`src/rtl/uart_flag_pkg.sv`:
```
package uart_flag_pkg;
  // register-side access strobes for one cycle
  typedef struct packed {
    logic stat_rd;
    logic data_rd;
    logic data_wr;
  } reg_acc_t;

  // reset values of the four flags
  localparam logic TX_EMPTY_RST = 1'b1;
  localparam logic TX_DONE_RST  = 1'b1;
  localparam logic RX_FULL_RST  = 1'b0;
  localparam logic RX_OVR_RST   = 1'b0;
endpackage

```
`src/rtl/flag_two_step.sv`:
```
module flag_two_step #(
  parameter logic RST_VAL = 1'b0
) (
  input  logic clk,
  input  logic rst_n,
  input  logic stat_rd,
  input  logic set_evt,
  input  logic clr_acc,
  output logic flag
);
  logic armed;
  logic clr_fire;

  assign clr_fire = armed & clr_acc & ~set_evt;

  always_ff @(posedge clk or negedge rst_n) begin
    if (!rst_n) begin
      flag  <= RST_VAL;
      armed <= 1'b0;
    end else begin
      if (set_evt)
        flag <= 1'b1;
      else if (clr_fire)
        flag <= 1'b0;

      if (set_evt || clr_fire)
        armed <= 1'b0;
      else if (stat_rd && flag)
        armed <= 1'b1;
    end
  end


  set_wins_chk: assert property (@(posedge clk) disable iff (!rst_n)
    set_evt |=> flag);


  armed_clear_chk: assert property (@(posedge clk) disable iff (!rst_n)
    (armed && clr_acc && !set_evt) |=> !flag);


  unarmed_hold_chk: assert property (@(posedge clk) disable iff (!rst_n)
    (flag && !armed) |=> flag);
endmodule

```
`src/rtl/tx_flag_unit.sv`:
```
module tx_flag_unit
  import uart_flag_pkg::*;
(
  input  logic     clk,
  input  logic     rst_n,
  input  reg_acc_t acc,
  input  logic     tx_en,
  input  logic     brk_wr,
  input  logic     tx_load,
  input  logic     tx_busy,
  output logic     tx_empty,
  output logic     tx_done
);
  logic tx_en_q;
  logic idle_q;
  logic idle_now;
  logic done_set;
  logic done_clr;

  always_ff @(posedge clk or negedge rst_n) begin
    if (!rst_n) begin
      tx_en_q <= 1'b0;
      idle_q  <= 1'b1;
    end else begin
      tx_en_q <= tx_en;
      idle_q  <= idle_now;
    end
  end

  assign idle_now = tx_empty & ~tx_busy;
  assign done_set = idle_now & ~idle_q;
  assign done_clr = acc.data_wr | (tx_en & ~tx_en_q) | brk_wr;

  flag_two_step #(.RST_VAL(TX_EMPTY_RST)) empty_i (
    .clk     (clk),
    .rst_n   (rst_n),
    .stat_rd (acc.stat_rd),
    .set_evt (tx_load),
    .clr_acc (acc.data_wr),
    .flag    (tx_empty)
  );

  flag_two_step #(.RST_VAL(TX_DONE_RST)) done_i (
    .clk     (clk),
    .rst_n   (rst_n),
    .stat_rd (acc.stat_rd),
    .set_evt (done_set),
    .clr_acc (done_clr),
    .flag    (tx_done)
  );


  load_sets_empty_chk: assert property (@(posedge clk) disable iff (!rst_n)
    tx_load |=> tx_empty);


  done_needs_empty_chk: assert property (@(posedge clk) disable iff (!rst_n)
    $rose(tx_done) |-> $past(tx_empty));
endmodule

```
`src/rtl/rx_flag_unit.sv`:
```
module rx_flag_unit
  import uart_flag_pkg::*;
(
  input  logic     clk,
  input  logic     rst_n,
  input  reg_acc_t acc,
  input  logic     rx_ready,
  output logic     rx_full,
  output logic     rx_overrun,
  output logic     rx_load_en
);
  logic full_set;
  logic ovr_set;

  assign full_set   = rx_ready & ~rx_full;
  assign ovr_set    = rx_ready & rx_full;
  assign rx_load_en = full_set;

  flag_two_step #(.RST_VAL(RX_FULL_RST)) full_i (
    .clk     (clk),
    .rst_n   (rst_n),
    .stat_rd (acc.stat_rd),
    .set_evt (full_set),
    .clr_acc (acc.data_rd),
    .flag    (rx_full)
  );

  flag_two_step #(.RST_VAL(RX_OVR_RST)) ovr_i (
    .clk     (clk),
    .rst_n   (rst_n),
    .stat_rd (acc.stat_rd),
    .set_evt (ovr_set),
    .clr_acc (acc.data_rd),
    .flag    (rx_overrun)
  );


  load_then_full_chk: assert property (@(posedge clk) disable iff (!rst_n)
    rx_load_en |=> rx_full);


  overrun_on_full_chk: assert property (@(posedge clk) disable iff (!rst_n)
    (rx_ready && rx_full) |=> rx_overrun);
endmodule

```
`src/rtl/uart_flag_ctrl.sv`:
```
module uart_flag_ctrl
  import uart_flag_pkg::*;
(
  input  logic clk,
  input  logic rst_n,
  input  logic stat_rd,
  input  logic data_rd,
  input  logic data_wr,
  input  logic tx_en,
  input  logic brk_wr,
  input  logic tx_load,
  input  logic tx_busy,
  input  logic rx_ready,
  output logic tx_empty,
  output logic tx_done,
  output logic rx_full,
  output logic rx_overrun,
  output logic rx_load_en
);
  reg_acc_t acc;

  assign acc.stat_rd = stat_rd;
  assign acc.data_rd = data_rd;
  assign acc.data_wr = data_wr;

  tx_flag_unit tx_i (
    .clk      (clk),
    .rst_n    (rst_n),
    .acc      (acc),
    .tx_en    (tx_en),
    .brk_wr   (brk_wr),
    .tx_load  (tx_load),
    .tx_busy  (tx_busy),
    .tx_empty (tx_empty),
    .tx_done  (tx_done)
  );

  rx_flag_unit rx_i (
    .clk        (clk),
    .rst_n      (rst_n),
    .acc        (acc),
    .rx_ready   (rx_ready),
    .rx_full    (rx_full),
    .rx_overrun (rx_overrun),
    .rx_load_en (rx_load_en)
  );


  no_load_when_full_chk: assert property (@(posedge clk) disable iff (!rst_n)
    rx_full |-> !rx_load_en);
endmodule

```
`config.mk`:
```
export PLATFORM = sky130hd
export DESIGN_NAME = uart_flag_ctrl
export DESIGN_NICKNAME = d
export VERILOG_FILES = /design/src/rtl/uart_flag_pkg.sv /design/src/rtl/flag_two_step.sv /design/src/rtl/tx_flag_unit.sv /design/src/rtl/rx_flag_unit.sv /design/src/rtl/uart_flag_ctrl.sv
export SDC_FILE = /design/constraint.sdc
export NUM_CORES = 1
export LEC_CHECK = 0
export BUFFER_PORTS_ARGS = -buffer_cell sky130_fd_sc_hd__clkbuf_2
export CORE_AREA = 2 2 39 41
export CTS_CLUSTER_DIAMETER = 30
export CTS_CLUSTER_SIZE = 28
export DETAILED_ROUTE_END_ITERATION = 12
export DIE_AREA = 0 0 41 43
export GPL_ROUTABILITY_DRIVEN = 0
export MAX_ROUTING_LAYER = met4
export SETUP_SLACK_MARGIN = 0.4
export SYNTH_ARGS = -nofsm -noshare
export SYNTH_HDL_FRONTEND = slang
export SYNTH_SLANG_ARGS = --single-unit
export TNS_END_PERCENT = 50
```
`constraint.sdc`:
```
create_clock -name clk -period 2.6 [get_ports clk]
set_clock_uncertainty 0.1 [all_clocks]
set_input_delay 0.26 -clock clk [delete_from_list [all_inputs] [get_ports clk]]
set_output_delay 0.26 -clock clk [all_outputs]
set_load 0.02 [all_outputs]
```
## Word level (Yosys, flattened, before mapping)

Cells that the tools add are included.

| storage, ports and cells | value |
|---|---|
| output and inout bits | 5 |
| input bits | 10 |
| register bits | 10 |

| operators by class | value |
|---|---|
| mux-type cells | 16 |
| reduce and logical (&&, ||, !) cells | 16 |
| bitwise logic cells | 23 |

Operators by type and width:

| operator | count |
|---|---|
| $mux W1 | 16 |
| $reduce_bool A2 Y1 | 8 |
| $and A1 B1 Y1 | 13 |
| $not A1 Y1 | 8 |
| $logic_and A1 B1 Y1 | 4 |
| $logic_or A1 B1 Y1 | 4 |
| $or A1 B1 Y1 | 2 |

## Longest topological paths before layout

Gate-level depths: netlist (run 1).

| logic depth | value |
|---|---|
| word-level depth | 8 |
| gate-level depth with buffers | 3 |
| depth with buffers taken out | 3 |

## Cells and area by module

Synthesis (run 1) repeated with hierarchy kept, for this count alone.

| unflattened totals | value |
|---|---|
| cell total of the unflattened synthesis | 37 |
| area, all modules | 430.4 um^2 |

By module, submodules not included:

| module | cells each | instances | area each (um^2) | sequential area each (um^2) |
|---|---|---|---|---|
| flag_two_step (tx_i.done_i ...) | 7 | 2 | 81.3 | 51.3 |
| flag_two_step (rx_i.full_i ...) | 7 | 2 | 80.1 | 50.0 |
| tx_flag_unit | 7 | 1 | 91.3 | 51.3 |
| rx_flag_unit | 2 | 1 | 16.3 | 0.0 |

## Worst setup path before layout (run 1)

No wires, ideal clock.

| timing | value |
|---|---|
| path kind | register to register |
| from | reg rx_i.full_i.flag |
| to | reg rx_i.full_i.armed |
| cell stages (with the launch flop) | 3 |
| data required time | 2359 ps |
| setup slack | 1333 ps |
| setup time | 141 ps |
| path buffers | 0 |
| data arrival time | 1026 ps |
| cell sequence | dfrtp_1 > nor2b_1 > o22ai_1 |

| between the ends | value |
|---|---|
| longest elaborated chain between the ends | 6 |

Ends and longest elaborated chain:

| what | line | RTL |
|---|---|---|
| start, declared | flag_two_step.sv:9 | `output logic flag` |
| start signal, assigned | flag_two_step.sv:18 | `flag <= RST_VAL;` |
| start signal, assigned | flag_two_step.sv:22 | `flag <= 1'b1;` |
| start signal, assigned | flag_two_step.sv:24 | `flag <= 1'b0;` |
| $not A1 Y1 (*) | rx_flag_unit.sv:15 | `assign full_set = rx_ready & ~rx_full;` |
| $and A1 B1 Y1 (*) | rx_flag_unit.sv:15 |  |
| named net rx_load_en | uart_flag_ctrl.sv:18 | `output logic rx_load_en` |
| $not A1 Y1 | flag_two_step.sv:14 | `assign clr_fire = armed & clr_acc & ~set_evt;` |
| $and A1 B1 Y1 | flag_two_step.sv:14 |  |
| $logic_or A1 B1 Y1 (*) | flag_two_step.sv:26 | `if (set_evt \|\| clr_fire)` |
| $mux W1 or $reduce_bool A2 Y1 (tied branches) | n/a |  |
| end signal, assigned | flag_two_step.sv:19 | `armed <= 1'b0;` |
| end signal, assigned | flag_two_step.sv:27 | `armed <= 1'b0;` |
| end signal, assigned | flag_two_step.sv:29 | `armed <= 1'b1;` |
| end, declared | flag_two_step.sv:11 | `logic armed;` |

Mark *: on every way through the listed nets, which the timed path passes. The rest lies on a longest branch.
A chain may end at the register's enable or synchronous reset.

## Worst setup path in the final report (run 1)

| timing | value |
|---|---|
| from | reg rx_i.full_i.flag |
| to | out rx_load_en |

| between the ends | value |
|---|---|
| longest elaborated chain between the ends | 2 |

Ends and longest elaborated chain:

| what | line |
|---|---|
| $not A1 Y1 | rx_flag_unit.sv:15 |
| $and A1 B1 Y1 | rx_flag_unit.sv:15 |
| end, declared | uart_flag_ctrl.sv:18 |

No other way between the ends.

==> flow_summary.yaml, run 1 <==
clock_network:
  clockBufferDepth: 2
  path_clk_slew_ps: 60
  clk-insertion-delay-late_ps: 260
  root_buffer: "clkbuf_4"
  clkSinkCount: 10
  cts_setup_buffers: 0
  post_cts_resized: 0
  numCtsBuffers: 3
  htree_num_levels: 1
  cts_tree: "built"
timing:
  rsz0062_at_grt: "false"
  finalCritPeriodShare_pct: 54.67
  final-max-slew-violation-count: 0
  tightest_slew_ps: 260.3
  max_freq_ghz: 0.7035
  min_period_ps: 1421
  relSlewSlack_pct: 82.61
  hold_viol: 0
  setup_viol: 0
  timing.setup.tns_ps: 0
worst_setup_path:
  path_class: "reg -> out"
  start_kind: "register"
  worstPathMaxFanout: 7
  crit_start: "rx_i.full_i.flag"
  cp_slowest_cell: "dfrtp_1"
  crit_path_max_incr_delay_ps: 450
  path_delay_family: "flip-flops"
  cp-end-kind: "output pin"
  timing.rr.start: "tx_i.empty_i.flag"
  arrival_ps: 1060
  worstSetupEndpoint: "rx_load_en"
  path_cells: "nor2b_1 > clkbuf_2"
  cp_num_buf_inv: 1
  required_ps: 2240
  reg2reg_depth: 3
  worstReg2RegEnd: "tx_i.done_i.flag"
  cp_num_cells: 2
  r2r_slack_ps: 1460
min_path:
  hold_class: "in -> reg"
  holdPathStages: 1
place:
  hpwl_um: 573.6
  place_area_sq_um: 499.2
  place.port_buffers: 14
final_layout:
  design_area_sq_um: 535.5
  fillers: 146
  syn_to_final_growth_pct: 30.89
  diodes: 0
  fin_nets: 67
  drive_gt1_share_pct: 41.07
detailed_routing:
  routed_wl_um: 713
  avgViaCountPerCell: 4.681
  drtIter0Drc: 7
  postRouteAntennaNets: 0
  vias: 337
  dr.pass1.iters: 4
  route.detailed.drc: 0
  drt-wirelength-per-cell_um: 9.903
logic_synthesis:
  netlist_instances: 37
  yosysWarnings: 0
  synth.avg_cell_area_sq_um: 11.06
  ys_types: 17
  yosysTopAreaCellShare_pct: 42.81
  syn_nets: 47
  synthesis.area_sq_um: 409.1
  yosysSeqAreaShare_pct: 62.08
  synth_top_area_cell: "dfrtp_1"
  yosys-top-cells-area: "dfrtp_1, dfstp_2, mux2_2, nand2_1, nor2b_1"
  ys_ff_latch: 10
global_route:
  grt.total_usage_pct: 10.42
  grt_pass1_vias: 307
  antenna_found_initial: 0
  grt_start_max_net_pins: 11
  grt_pass1_wl_um: 1166
  overflow: 0
die:
  die_w_um: 41
  dieArea_sq_mm: 0.001763
  core_area_sq_mm: 0.001384
  io_pins: 15
  initial_utilization_pct: 29.57
  rows: 14
  die_h_um: 43
pwr:
  power.density_mw_per_mm2: 917.6
  p_leak_uw: 0.0002564
  vdd_drop_max_v: 0.0004140
outcome:
  status: "completed"
flow_run:
  drv_cap: 0
-- placed cells by master (no fill, tap or decap), drive strengths merged --
master and count:
clkbuf 18, dfrtp 7, nand2 5, nor2 3, inv 3, dfstp 3, a21oi 3, nor2b 2
mux2 2, o21ai 2, nand2b 1, o22ai 1, a22o 1, a31oi 1, nor3b 1, a211oi 1
a21o 1, dlygate4sd3 1
-- cell type report --
class / count / area, sq um / share of cell area [%]
sequential: 10 / 254.0 / 47.43
tap: 16 / 20.02 / 3.738
clock buffer: 4 / 26.28 / 4.907
multi-input combinational: 24 / 143.9 / 26.87
inverter: 3 / 11.26 / 2.103
timing repair buffer: 15 / 80.08 / 14.95
-- Yosys cell counts (all sizes together) --
| master | instances |
|---|---|
| dfrtp | 7 |
| nand2 | 5 |
| a21oi | 3 |
| dfstp | 3 |
| inv | 3 |
| nor2 | 3 |
| mux2 | 2 |
| nor2b | 2 |
| o21ai | 2 |
| a211oi | 1 |
| a21o | 1 |
| a22o | 1 |
| a31oi | 1 |
| nand2b | 1 |
| nor3b | 1 |
| o22ai | 1 |
-- metrics by stage --
step,setup WS (ps),cells,power (uW),hold slack (ps),utilization (%)
3_3_place_gp,1467,67,384.7,41.93,36.08
3_5_place_dp,1445,67,387.5,45.03,36.08
4_1_cts,1164,72,503.0,14.27,38.70
2_1_floorplan,1333,37,335.7,-135.6,-
5_1_grt,1104,72,529.7,11.94,38.70
6_report,1179,72,491.4,22.67,38.70
-- routing by layer --
layer | global-route usage, % | vias to the layer above | routed length (um) | share of wire [%]
li1 | - | 165 | - | -
met1 | 12.37 | 160 | 324 | 45
met2 | 14.06 | 12 | 325 | 46
met3 | 3.141 | 0 | 63 | 8.8
met4 | 8.000 | 0 | 0 | 0
met5 | - | - | 0 | 0
-- timing repair --
item                                    in CTS  in global routing
hold endpoints to repair                     7                  0
hold buffers                                 1                  0
endpoints found under the setup margin       0                  0
-- how the worst min path moves through the flow --
stage	startpoint	endpoint
after CTS	tx_en	tx_i.tx_en_q
after floorplan	rst_n	rx_i.full_i.armed
final	tx_en	tx_i.tx_en_q
after global placement	rst_n	tx_i.tx_en_q
after detailed placement	rst_n	tx_i.tx_en_q
after global routing	tx_en	tx_i.tx_en_q
-- cells by family (layout without fill, tap and decap cells) --
family / Yosys count / in the layout / share of synthesized area [%]
DFF: 10 / 10 / 62.08
and+or+nand+nor: 12 / 12 / 13.76
muxes: 2 / 2 / 5.504
AOI/OAI and AO/OA: 10 / 10 / 15.91
buffers and inverters: 3 / 22 / 2.752
-- report_power, final --
part | total (uW) | internal, uW | switching, uW | leakage [uW]
sequential | 249 | 207 | 41.3 | 0.000114
combinational | 134 | 60.4 | 74.0 | 0.000127
clock | 108 | 59.2 | 49.2 | 0.0000150
total | 491 | 327 | 165 | 0.000256
-- sequential cells by signal, summed over array words and instances, names as in the netlist --
name,count
tx_i.idle_q,1
tx_i.done_i.armed,1
rx_i.ovr_i.flag,1
tx_i.tx_en_q,1
rx_i.ovr_i.armed,1
tx_i.empty_i.armed,1
tx_i.done_i.flag,1
rx_i.full_i.armed,1
rx_i.full_i.flag,1
tx_i.empty_i.flag,1
-- worst reg2reg max path, delay by kind of cell (launching register included) --
family / cells / cell delay, ps
AO/OA/AOI/OAI: 2 / 140
flip-flops: 1 / 560
AND/OR/NAND/NOR: 1 / 260
(Power assumes the default switching activity.)
==> run 2, diff against run 1 <==
--- a/config.mk
+++ b/config.mk
@@ -5,6 +5,7 @@
 export SDC_FILE = /design/constraint.sdc
 export NUM_CORES = 1
 export LEC_CHECK = 0
+export ABC_AREA = 1
 export BUFFER_PORTS_ARGS = -buffer_cell sky130_fd_sc_hd__clkbuf_2
 export CORE_AREA = 2 2 39 41
 export CTS_CLUSTER_DIAMETER = 30
==> constraint.sdc (replaced) <==
create_clock -name clk -period 1.2 [get_ports clk]
set_clock_uncertainty 0.1 [all_clocks]
set_input_delay 0.12 -clock clk [delete_from_list [all_inputs] [get_ports clk]]
set_output_delay 0.12 -clock clk [all_outputs]
set_load 0.02 [all_outputs]
==> run 2 against run 1 <==
Die area unchanged. Highest routed layer is now met4. Hold slack got worse by 80 ps. The run now ends with negative hold slack left. Clock power up 120%. Critical path depth did not move. Sequential power increased by 120%. Critical path type unchanged. Synthesized cell count up 30%. Clock-buffer cell count unchanged. Area after synthesis rose by 4.0%. Utilization rose by 12 points. Non-clock buffer count grew 8.
==> flow_summary.yaml, run 2 <==
outcome:
  status: "finished, violations left"
  violations: "negative hold slack"
min_path:
  hold_class: "in -> reg"
  holdPathStages: 2
clock_network:
  root_buffer: "clkbuf_4"
  numCtsBuffers: 3
  clkSinkCount: 10
  clockBufferDepth: 2
  cts.hold.buffers_added: 2
  clk-insertion-delay-late_ps: 260
  path_clk_slew_ps: 70
  cts_tree: "built"
  htree_num_levels: 1
die:
  dieArea_sq_mm: 0.001763
  die_w_um: 41
  initial_utilization_pct: 30.74
  io_pins: 15
  die_h_um: 43
  core_area_sq_mm: 0.001384
  rows: 14
logic_synthesis:
  yosysMostFrequentCell: "nand2_1"
  ys_types: 13
  synth_edf_count: 0
  synth_top_area_cell: "dfrtp_1"
  synth.avg_cell_area_sq_um: 8.863
  synthTopCellsByCount: "nand2_1, dfrtp_1, inv_1"
  synth_flop_cell: "dfrtp_1"
  yosys-top-cells-area: "dfrtp_1, dfstp_2, nand2_1, inv_1, nand3_1"
  syn_nets: 58
  netlist_instances: 48
  ys_ff_latch: 10
  synthMuxAreaShare_pct: 0
  synthAdderAreaFrac_pct: 0
  synth_compound_area_share_pct: 6.765
  yosysWarnings: 0
  yosysSeqAreaShare_pct: 59.71
  synth_top_family_by_area: "simple AND/OR/NAND/NOR gates"
  yosysTopAreaCellShare_pct: 41.18
  yosys.area_share.simple_pct: 26.47
  synth_xor_area_share_pct: 0
  async_flop_share_pct: 100.0
  synthesis.area_sq_um: 425.4
place:
  hpwl_um: 590.9
  place.port_buffers: 14
  placedCellCount: 78
  post-place-ws_ps: 154.2
detailed_routing:
  drtIter0Drc: 0
  dr.pass1.iters: 1
  vias: 394
  route.detailed.drc: 0
  routed_wl_um: 888
  drt-wirelength-per-cell_um: 9.758
  avgViaCountPerCell: 4.330
  postRouteAntennaNets: 0
timing:
  setup_viol: 0
  finalCritPeriodShare_pct: 98.43
  final-max-slew-violation-count: 0
  min_period_ps: 1181
  fin_hold_ws_ps: -56.83
  relSlewSlack_pct: 83.15
  rsz0062_at_grt: "true"
  hold_viol: 2
  tightest_slew_ps: 252.8
  max_freq_ghz: 0.8467
  fin_ws_ps: 18.90
pwr:
  power.total_uw: 1434
  p_leak_uw: 0.0003721
  vdd_drop_max_v: 0.001186
  power.density_mw_per_mm2: 2062
final_layout:
  fin_util_pct: 50.27
  diodes: 0
  syn_to_final_growth_pct: 63.53
  multi_input_comb_area_sq_um: 161.4
  drive_gt1_share_pct: 56.00
  ff_latch_area_sq_um: 256.5
  fillers: 138
  final_cell_mix: "nand2_1, clkbuf_2, inv_1, dfrtp_1"
  fin_nets: 86
  fin_cells: 91
  final_common_cell: "nand2_1"
worst_setup_path:
  cp-end-kind: "output pin"
  worstPathMaxFanout: 3
  path_delay_family: "flip-flops"
  cp_num_buf_inv: 2
  crit_path_max_incr_delay_ps: 410
  path_class: "reg -> out"
  start_kind: "register"
  reg2reg_depth: 6
  cp_num_cells: 2
  cp_slowest_cell: "dfrtp_2"
  path_cells: "buf_4 > clkbuf_8"
  required_ps: 980
  arrival_ps: 960
global_route:
  antenna_found_initial: 0
  overflow: 0
  grt.total_usage_pct: 11.73
  grt_pass1_wl_um: 1242
  grt_pass1_vias: 331
  grt_start_max_net_pins: 11
flow_run:
  drv_cap: 0
## run 2: cell types whose count changed after synthesis, moves of 2 or more
cell	previous run	this run
nand2_2	0	2
inv_1	3	7
nand3_1	0	3
nand2_1	5	16
nor2b_1	2	0
mux2_2	2	0
## run 2: per-layer routing
layer	track usage [%]	up-vias	share of wire (%)	wire, um
met4	10.00	0	0.68	6
met2	16.25	11	54	477
met1	13.25	180	41	360
li1	-	201	-	-
met3	3.141	2	5.0	44
met5	-	-	0	0
## run 2: power by group
group	leakage (uW)	switching [uW]	internal [uW]
Clock	0.0000150	106	128
Sequential	0.000114	76.8	468
Combinational	0.000244	302	354
## run 2: cell type report
class                           count  share of cell area [%]
Sequential cell                    10                   36.87
Clock buffer                        4                   3.777
Inverter                            8                   4.676
Timing Repair Buffer               23                   28.60
Tap cell                           16                   2.878
Multi-Input combinational cell     30                   23.20
## run 2: worst paths after layout
check                                  startpoint  slack (ps)                  to
worst max-delay path             rx_i.full_i.flag          20             rx_full
worst min-delay path                      tx_load         -60  tx_i.empty_i.armed
worst max register to register  tx_i.empty_i.flag          70   tx_i.done_i.armed
worst min register to register   rx_i.ovr_i.armed         390    rx_i.ovr_i.armed
max in group asynchronous                   rst_n         570   tx_i.empty_i.flag
min in group asynchronous                   rst_n         150   rx_i.full_i.armed
## run 2: per-stage QoR
step / cell area (sq um) / setup TNS, ps
final: 695.7 / 0
after global routing: 695.7 / -30.66
after CTS: 650.6 / 0
after detailed placement: 520.5 / 0
after global placement: 520.5 / 0
after floorplan: 430.4 / 0
## run 2: kinds of logic (layout without fill, tap and decap cells)
kind of cell	count (synthesis)	count (layout)
and+or+nand+nor	25	25
AOI/OAI and AO/OA	5	5
buffers and inverters	8	35
DFF	10	10
## run 2: timing repair
item | CTS | global route
buffers inserted | 6 | 1
endpoints found under the hold margin | 13 | 2
pin swaps | 2 | 7
resized for setup | 7 | 14
setup endpoints to repair | 14 | 14
